==> src/rtl/scanline_irq_pkg.sv <==
package scanline_irq_pkg;
  typedef enum logic [1:0] {
    OP_LOAD_CNT = 2'd0,
    OP_LOAD_RLD = 2'd1,
    OP_DISABLE  = 2'd2,
    OP_ENABLE   = 2'd3
  } reg_op_e;

  typedef struct packed {
    logic    hit;
    reg_op_e op;
  } reg_cmd_t;
endpackage

==> src/rtl/scanline_irq_decode.sv <==
module scanline_irq_decode
  import scanline_irq_pkg::*;
#(
  parameter int ADDR_W = 16,
  parameter logic [ADDR_W-1:0] SEL_MASK = 16'hE001,
  parameter logic [ADDR_W-1:0] CNT_BASE = 16'hC000,
  parameter logic [ADDR_W-1:0] CTL_BASE = 16'hE000
) (
  input  logic              wr_en_i,
  input  logic [ADDR_W-1:0] wr_addr_i,
  output reg_cmd_t          cmd_o
);
  logic [ADDR_W-1:0] masked;
  logic              odd;

  assign masked = wr_addr_i & SEL_MASK;
  assign odd    = wr_addr_i[0];

  always_comb begin
    cmd_o = '{hit: 1'b0, op: OP_LOAD_CNT};
    if (wr_en_i) begin
      if ((masked & ~ADDR_W'(1)) == CNT_BASE) begin
        cmd_o.hit = 1'b1;
        cmd_o.op  = odd ? OP_LOAD_RLD : OP_LOAD_CNT;
      end else if ((masked & ~ADDR_W'(1)) == CTL_BASE) begin
        cmd_o.hit = 1'b1;
        cmd_o.op  = odd ? OP_ENABLE : OP_DISABLE;
      end
    end
  end
endmodule

==> src/rtl/scanline_irq_counter.sv <==
module scanline_irq_counter #(
  parameter int DATA_W = 8
) (
  input  logic              clk_i,
  input  logic              rst_ni,
  input  logic              load_i,
  input  logic              rld_wr_i,
  input  logic [DATA_W-1:0] data_i,
  input  logic              step_i,
  output logic              fire_o
);
  logic [DATA_W-1:0] cnt_q, rld_q;
  logic              zero;
  logic              take;

  assign zero   = (cnt_q == '0);
  assign take   = step_i && !load_i;  // CPU load wins over strobe
  assign fire_o = take && zero;

  always_ff @(posedge clk_i or negedge rst_ni) begin
    if (!rst_ni) begin
      cnt_q <= '0;
      rld_q <= '0;
    end else begin
      if (rld_wr_i) rld_q <= data_i;
      if (load_i)       cnt_q <= data_i;
      else if (take)    cnt_q <= zero ? rld_q : cnt_q - DATA_W'(1);
    end
  end

  a_r1_load: assert property (@(posedge clk_i) disable iff (!rst_ni)
    load_i |=> cnt_q == $past(data_i));
  a_r2_rld_store: assert property (@(posedge clk_i) disable iff (!rst_ni)
    rld_wr_i |=> rld_q == $past(data_i));
  a_r5_reload: assert property (@(posedge clk_i) disable iff (!rst_ni)
    (step_i && !load_i && cnt_q == '0) |=> cnt_q == $past(rld_q));
  a_r5_decrement: assert property (@(posedge clk_i) disable iff (!rst_ni)
    (step_i && !load_i && cnt_q != '0) |=> cnt_q == $past(cnt_q) - DATA_W'(1));
  a_r4_hold: assert property (@(posedge clk_i) disable iff (!rst_ni)
    (!step_i && !load_i) |=> $stable(cnt_q));
endmodule

==> src/rtl/scanline_irq_ctrl.sv <==
module scanline_irq_ctrl (
  input  logic clk_i,
  input  logic rst_ni,
  input  logic en_set_i,
  input  logic en_clr_i,
  input  logic fire_i,
  output logic en_o,
  output logic irq_o
);
  always_ff @(posedge clk_i or negedge rst_ni) begin
    if (!rst_ni) begin
      en_o  <= 1'b0;
      irq_o <= 1'b0;
    end else begin
      if (en_clr_i)      en_o <= 1'b0;
      else if (en_set_i) en_o <= 1'b1;
      if (en_clr_i)      irq_o <= 1'b0;  // ack beats expiry
      else if (fire_i)   irq_o <= 1'b1;
    end
  end

  a_r3_ack: assert property (@(posedge clk_i) disable iff (!rst_ni)
    en_clr_i |=> !irq_o && !en_o);
  a_r6_sticky: assert property (@(posedge clk_i) disable iff (!rst_ni)
    (irq_o && !en_clr_i) |=> irq_o);
  a_r5_rise_cause: assert property (@(posedge clk_i) disable iff (!rst_ni)
    $rose(irq_o) |-> $past(fire_i));
endmodule

==> src/rtl/scanline_irq_gen.sv <==
module scanline_irq_gen
  import scanline_irq_pkg::*;
#(
  parameter int ADDR_W    = 16,
  parameter int DATA_W    = 8,
  parameter int LINE_W    = 9,
  parameter int LAST_LINE = 239
) (
  input  logic              clk_i,
  input  logic              rst_ni,
  input  logic              wr_en_i,
  input  logic [ADDR_W-1:0] wr_addr_i,
  input  logic [DATA_W-1:0] wr_data_i,
  input  logic              line_pulse_i,
  input  logic [LINE_W-1:0] line_num_i,
  input  logic              render_en_i,
  output logic              irq_o
);
  localparam logic [LINE_W-1:0] LastLine = LINE_W'(LAST_LINE);

  reg_cmd_t cmd;
  logic     en, fire, step;

  scanline_irq_decode #(.ADDR_W(ADDR_W)) u_dec (
    .wr_en_i   (wr_en_i),
    .wr_addr_i (wr_addr_i),
    .cmd_o     (cmd)
  );

  assign step = line_pulse_i && render_en_i && en && (line_num_i <= LastLine);

  scanline_irq_counter #(.DATA_W(DATA_W)) u_cnt (
    .clk_i    (clk_i),
    .rst_ni   (rst_ni),
    .load_i   (cmd.hit && cmd.op == OP_LOAD_CNT),
    .rld_wr_i (cmd.hit && cmd.op == OP_LOAD_RLD),
    .data_i   (wr_data_i),
    .step_i   (step),
    .fire_o   (fire)
  );

  scanline_irq_ctrl u_ctrl (
    .clk_i    (clk_i),
    .rst_ni   (rst_ni),
    .en_set_i (cmd.hit && cmd.op == OP_ENABLE),
    .en_clr_i (cmd.hit && cmd.op == OP_DISABLE),
    .fire_i   (fire),
    .en_o     (en),
    .irq_o    (irq_o)
  );

  a_r4_qualify: assert property (@(posedge clk_i) disable iff (!rst_ni)
    (line_pulse_i && (line_num_i > LastLine || !render_en_i)) |=> !$rose(irq_o));
  a_r8_no_side_effect: assert property (@(posedge clk_i) disable iff (!rst_ni)
    (wr_en_i && !cmd.hit && !line_pulse_i) |=> $stable(irq_o));
endmodule

==> config.mk <==
export PLATFORM = sky130hd
export DESIGN_NAME = scanline_irq_gen
export DESIGN_NICKNAME = d
export VERILOG_FILES = /design/src/rtl/scanline_irq_pkg.sv /design/src/rtl/scanline_irq_decode.sv /design/src/rtl/scanline_irq_counter.sv /design/src/rtl/scanline_irq_ctrl.sv /design/src/rtl/scanline_irq_gen.sv
export SDC_FILE = /design/constraint.sdc
export NUM_CORES = 1
export LEC_CHECK = 0
export BUFFER_PORTS_ARGS = -buffer_cell sky130_fd_sc_hd__buf_2
export CAP_MARGIN = 20
export CORE_ASPECT_RATIO = 0.7
export CORE_UTILIZATION = 40
export DETAILED_ROUTE_END_ITERATION = 10
export GPL_TIMING_DRIVEN = 0
export PLACE_DENSITY = 0.75
export SLEW_MARGIN = 20
export SYNTH_ARGS = -nofsm -noshare
export SYNTH_HDL_FRONTEND = slang
export SYNTH_SLANG_ARGS = --single-unit
==> constraint.sdc <==
create_clock -name clk_i -period 2.7 [get_ports clk_i]
set_input_delay 0.27 -clock clk_i [delete_from_list [all_inputs] [get_ports clk_i]]
set_output_delay 0.27 -clock clk_i [all_outputs]
set_load 0.005 [all_outputs]
==> results.ini, run 1 <==
[yosys]
synth_compound_area_share_pct=21.0
synthAdderAreaFrac_pct=2.34
synthMuxAreaShare_pct=10.6
synthArstFlopShare_pct=100
syn_inst=104
avgSynthCellArea_um2=10.3
synth_nets=144
netlist_area_um2=1070
synth_ff_type=dfrtp_1
synth-edff-count=0
synth_top_family_by_area=compound AO/OA/AOI/OAI gates
yosysUniqueCellTypes=43
synth_xor_area_share_pct=0.821
synth-simple-area-share_pct=20.9
yosysSeqAreaShare_pct=42.2
ys_ff_latch=18
ys_warn_count=0

[route]
wl_per_cell_um=15.3
drt_iter0_drc=50
drc_errors=0
wl_um=2510
num_vias=944
antenna_left=0
routed_via_density=5.76
dr.pass1.iters=4

[floorplan]
dieHeight_um=45.2
die_x_um=63.7
rows=15
core-area_um2=2500
dieArea_um2=2880
pin_count=39
start_util_pct=42.8

[global_route]
grt.total_usage_pct=19.7
gr-total-overflow=0
grt_pass1_wl_um=4260
antenna_found_initial=0
grt_pass1_vias=929
grt_max_degree=19

[worst_setup_path]
cp_cell_sequence=inv_1, ha_1, or4b_4, o311ai_0, a31oi_1
cp_slowest_cell=or4b_4
crit_type=register to register
cp-end-kind=register
required_ns=2.81
critPathMaxFanout=6
crit_path_max_incr_delay_ns=0.54
arrival_ns=2.11
start_kind=register

[timing]
finalHoldViolCount=0
clock_skew_ns=0.00784
setup_tns_ns=0
max_freq_mhz=500
relSlewSlack_pct=49.6
drv_slew=0
finalCriticalPeriod_ns=2.00
min_period_over_period_pct=74.1
finalSetupViolations=0
grt_setup_unrepaired=no
worstMarginPinSlew_ns=0.752

[finish]
post_route_cells_drive_above_1_share_pct=34.6
final_net_count=172
nFillCells=231
instances_no_fill=164
layout-area-overhead-vs-synth_pct=19.1
diodes=0

[job]
max_cap_viol_count=0

[cts]
clk_pin_slew_ns=0.07
cts_sinks=18
cts_tree=built
clk_latency_ns=0.25
cts_buffer_depth=2
cts_hold_buf=1
clock-root-buffer=clkbuf_8
h-tree-depth=1
post_cts_buffers=0
cts_resized=0
cts_buffers=3

[pwr]
irDropWorstVdd_v=0.000431
p_sw_mw=0.369
combPwrFrac_pct=34.9
switching_share_pct=37.4
pwr-share-seq_pct=46.3
p_int_mw=0.619
power_density_nw_per_um2=778
power.share.clock_pct=18.8
p_leak_nw=0.526

[placement]
hpwl_um=1860
place.gp.congestion=0.791
portBuffers=22
post-place-cells=160

[worst_hold_path]
min-delay-path-class=input port to register

[run_status]
outcome=complete, no violations

-- kinds of logic after synthesis --
kind of cell / Yosys count
flip-flops: 18
AND/OR/NAND/NOR: 34
XOR/XNOR: 1
adder cells (fa/ha/maj): 2
AO/OA/AOI/OAI: 33
buffers and inverters: 6
multiplexers: 10
-- critical path, delay by kind of cell, from the launching register on --
kind                     cells  cell delay, ns
AND/OR/NAND/NOR              1            0.54
AO/OA/AOI/OAI                2            0.51
flip-flops                   1            0.41
adder cells (fa/ha/maj)      1            0.27
buffers and inverters        1            0.13
-- per-layer routing --
| layer | vias to the layer above | routed length, um | GRT usage, % |
|---|---|---|---|
| li1 | 451 | - | - |
| met1 | 452 | 1180 | 26.4 |
| met2 | 39 | 1160 | 32.1 |
| met3 | 2 | 151 | 5.81 |
| met4 | 0 | 15 | 4.09 |
| met5 | - | 0 | 0 |
-- state kept, by name, summed over array words and instances (netlist names) --
register      cells
u_cnt.cnt_q       8
u_cnt.rld_q       8
u_ctrl.irq_o      1
u_ctrl.en_o       1
-- layout by cell type (no fill, tap or decap), types with 4 or more instances in the layout --
master,n
buf_2,23
dfrtp_1,18
mux2_2,10
nor2_1,9
a21oi_1,7
o21ai_0,7
nand2_1,6
inv_1,4
-- metrics by stage --
stage | instance area [um2] | setup WS (ns) | utilization, % | hold slack (ns) | power, mW
after floorplan | 1070 | 0.973 | - | -0.0256 | 0.696
after global placement | 1220 | 0.807 | 48.9 | 0.222 | 0.778
after detailed placement | 1220 | 0.767 | 48.9 | 0.230 | 0.800
after global routing | 1270 | 0.579 | 50.9 | 0.252 | 1.05
final | 1270 | 0.698 | 50.9 | 0.232 | 0.988
after CTS | 1270 | 0.745 | 50.9 | 0.231 | 0.990
-- area by class of cell --
type                       instances  area (um2)  area share, %
buffer                             2        8.76          0.689
clock buffer                       3        41.3           3.25
inverter                           4        15.0           1.18
multi-input combinational         80         593           46.7
sequential                        18         450           35.4
tap                               34        42.5           3.35
timing repair buffer              23         120           9.45
-- cells in the mapped netlist (2+ instances only) --
master,count,area (um2)
nor2_1,9,33.8
a21oi_1,7,35.0
dfrtp_1,18,450
mux2_2,10,113
a31oi_1,3,18.8
o31ai_1,2,15.0
nand4_1,2,12.5
nand3_1,3,15.0
o21ai_0,7,35.0
ha_1,2,25.0
nand2_1,6,22.5
inv_1,4,15.0
-- worst paths after layout --
kind,from,cells past startpoint,slack [ns],end
max,u_cnt.cnt_q[0]$_DFFE_PN0P_,5,0.70,u_cnt.cnt_q[0]$_DFFE_PN0P_
min,wr_data_i[7],3,0.23,u_cnt.cnt_q[7]$_DFFE_PN0P_
max reg2reg,u_cnt.cnt_q[0]$_DFFE_PN0P_,5,0.70,u_cnt.cnt_q[0]$_DFFE_PN0P_
min reg2reg,u_ctrl.en_o$_DFFE_PN0P_,1,0.52,u_ctrl.en_o$_DFFE_PN0P_
max in group asynchronous,rst_ni,2,1.92,u_cnt.cnt_q[4]$_DFFE_PN0P_
min in group asynchronous,rst_ni,2,0.48,u_cnt.cnt_q[3]$_DFFE_PN0P_
-- power by group through the flow --
stage | combinational (mW) | sequential (mW) | clock, mW
detailed placement | 0.340 | 0.460 | 0
floorplan | 0.262 | 0.434 | 0
global placement | 0.325 | 0.452 | 0
finish | 0.345 | 0.458 | 0.186
global route | 0.383 | 0.473 | 0.197
CTS | 0.343 | 0.455 | 0.192
(Power assumes the default switching activity.)
==> inputs of run 2 (changes only) <==
==> constraint.sdc (replaced) <==
create_clock -name clk_i -period 2.1 [get_ports clk_i]
set_input_delay 0.21 -clock clk_i [delete_from_list [all_inputs] [get_ports clk_i]]
set_output_delay 0.21 -clock clk_i [all_outputs]
set_load 0.005 [all_outputs]
==> run 2 against run 1 <==
Effect of this change: routed wire length fell by 0.64%; die area is the same; design area stayed put; largest power group unchanged; sequential power rose by 28%; fmax increased by 4.0%; sequential share of layout area unchanged; combinational power increased by 29%; largest cell class unchanged; hold slack lost 0.059 ns; non-clock buffer count is the same; via count is 0.64% higher; highest routed layer unchanged.
==> results.ini, run 2 (same netlist as run 1, synthesis figures left out) <==
[worst_setup_path]
cp.buffers_inverters=1  ; unchanged
required_ns=2.21  ; was 2.81 ns
cp-end-kind=register  ; unchanged
cp_cell_sequence=inv_1, ha_1, or4b_4, o311ai_1, a31oi_1  ; was inv_1, ha_1, or4b_4, o311ai_0, a31oi_1
crit_path_max_incr_delay_ns=0.54  ; about the same
start_kind=register  ; unchanged
crit_type=register to register  ; unchanged
cpLargestDelayFamily=simple AND/OR/NAND/NOR gates  ; unchanged
critPathMaxFanout=6  ; unchanged
cp_slowest_cell=or4b_4  ; unchanged
arrival_ns=2.03  ; was 2.11 ns

[route]
dr.pass1.iters=4  ; unchanged
antenna_left=0  ; unchanged
wl_per_cell_um=15.2  ; was 15.3 um
wl_um=2500  ; was 2510 um
num_vias=950  ; was 944
drc_errors=0  ; unchanged
drt_iter0_drc=50  ; unchanged
routed_via_density=5.79  ; was 5.76

[floorplan]
core-area_um2=2500  ; unchanged
start_util_pct=42.8  ; unchanged
dieHeight_um=45.2  ; unchanged
rows=15  ; unchanged
dieArea_um2=2880  ; unchanged
die_x_um=63.7  ; unchanged
pin_count=39  ; unchanged

[job]
max_cap_viol_count=0  ; unchanged

[placement]
place_area_um2=1220  ; unchanged
portBuffers=22  ; unchanged
place.gp.congestion=0.791  ; unchanged
hpwl_um=1860  ; unchanged
post-place-cells=160  ; unchanged

[cts]
h-tree-depth=1  ; unchanged
cts_buffer_depth=2  ; unchanged
clk_pin_slew_ns=0.07  ; about the same
clk_latency_ns=0.25  ; about the same
clock-root-buffer=clkbuf_8  ; unchanged
cts_tree=built  ; unchanged
post_cts_buffers=0  ; unchanged
cts_sinks=18  ; unchanged
cts_buffers=3  ; unchanged

[worst_hold_path]
min-delay-path-class=input port to register  ; unchanged

[finish]
diodes=0  ; unchanged
top_regs=u_cnt.cnt_q (8), u_cnt.rld_q (8)  ; unchanged
final_cell_mix=buf_2, dfrtp_1, mux2_2  ; unchanged
final_common_cell=buf_2  ; unchanged
layout-area-overhead-vs-synth_pct=19.1  ; unchanged
multi_input_area_um2=593  ; unchanged
design_area_um2=1270  ; unchanged
instances_no_fill=164  ; unchanged
regArea_um2=450  ; unchanged
nFillCells=231  ; unchanged
final_net_count=172  ; unchanged
post_route_cells_drive_above_1_share_pct=34.6  ; unchanged

[run_status]
outcome=complete, no violations  ; unchanged

[timing]
clock_skew_ns=0.00732  ; was 0.00784 ns
drv_slew=0  ; unchanged
finalSetupViolations=0  ; unchanged
finalCriticalPeriod_ns=1.92  ; was 2.00 ns
grt_setup_unrepaired=no  ; unchanged
setup_tns_ns=0  ; unchanged
max_freq_mhz=520  ; was 500 MHz
relSlewSlack_pct=50.5  ; was 49.6%
timing.hold.ws_ns=0.174  ; was 0.232 ns
worstMarginPinSlew_ns=0.739  ; was 0.752 ns
min_period_over_period_pct=91.6  ; was 74.1%
finalHoldViolCount=0  ; unchanged

[global_route]
grt_max_degree=19  ; unchanged
gr-total-overflow=0  ; unchanged
grt_pass1_vias=929  ; unchanged
grt.total_usage_pct=19.7  ; unchanged
grt_pass1_wl_um=4260  ; unchanged
antenna_found_initial=0  ; unchanged

[pwr]
irDropWorstVdd_v=0.000551  ; was 0.000431 V
power_density_nw_per_um2=999  ; was 778 nW/um2
p_leak_nw=0.526  ; about the same

==> run 2: final cells by class <==
cell class,instances,share of cell area [%]
buffer,2,0.689
clock buffer,3,3.25
inverter,4,1.18
multi-input combinational,80,46.7
sequential,18,35.4
tap,34,3.35
timing repair buffer,23,9.45
==> run 2: where the power goes <==
part | total, mW | leakage, nW | switching, mW | internal (mW)
clock | 0.237 | 0.0216 | 0.109 | 0.127
combinational | 0.445 | 0.286 | 0.226 | 0.219
sequential | 0.588 | 0.218 | 0.138 | 0.450
total | 1.27 | 0.526 | 0.474 | 0.796
==> run 2: metal layers <==
layer / track usage, % / vias to the layer above / routed length (um)
li1: - / 451 / -
met1: 26.4 / 450 / 1110
met2: 32.1 / 47 / 1160
met3: 5.81 / 2 / 212
met4: 4.09 / 0 / 15
met5: 0 / - / 0
==> run 2: worst register-to-register path, cell delays in order, from the launching register on <==
cell and delay (ns):
dfrtp_1 0.41, inv_1 0.14, ha_1 0.27, or4b_4 0.55, o311ai_1 0.29, a31oi_1 0.13
==> run 2: repair_timing <==
action                                  4_1_cts  5_1_grt
hold endpoints to repair                     18        0
endpoints found under the setup margin        0        1
gates resized for setup                       0        1
hold buffers                                  1        0
==> run 2: worst paths after layout <==
path,start,end,slack (ns),cells after the start
worst max-delay path,u_cnt.cnt_q[0]$_DFFE_PN0P_,u_cnt.cnt_q[0]$_DFFE_PN0P_,0.18,5
worst min-delay path,wr_data_i[7],u_cnt.cnt_q[7]$_DFFE_PN0P_,0.17,3
worst max register to register,u_cnt.cnt_q[0]$_DFFE_PN0P_,u_cnt.cnt_q[0]$_DFFE_PN0P_,0.18,5
worst min register to register,u_ctrl.en_o$_DFFE_PN0P_,u_ctrl.en_o$_DFFE_PN0P_,0.52,1
max in group asynchronous,rst_ni,u_cnt.cnt_q[4]$_DFFE_PN0P_,1.38,2
min in group asynchronous,rst_ni,u_cnt.cnt_q[3]$_DFFE_PN0P_,0.42,2
==> run 2: stage by stage <==
step / util (%) / worst slack, ns / total power, mW
global placement: 48.9 / 0.207 / 1.00
floorplan: - / 0.373 / 0.894
detailed placement: 48.9 / 0.167 / 1.03
finish: 50.9 / 0.176 / 1.27
global route: 50.9 / 0.0223 / 1.36
CTS: 50.9 / 0.145 / 1.27
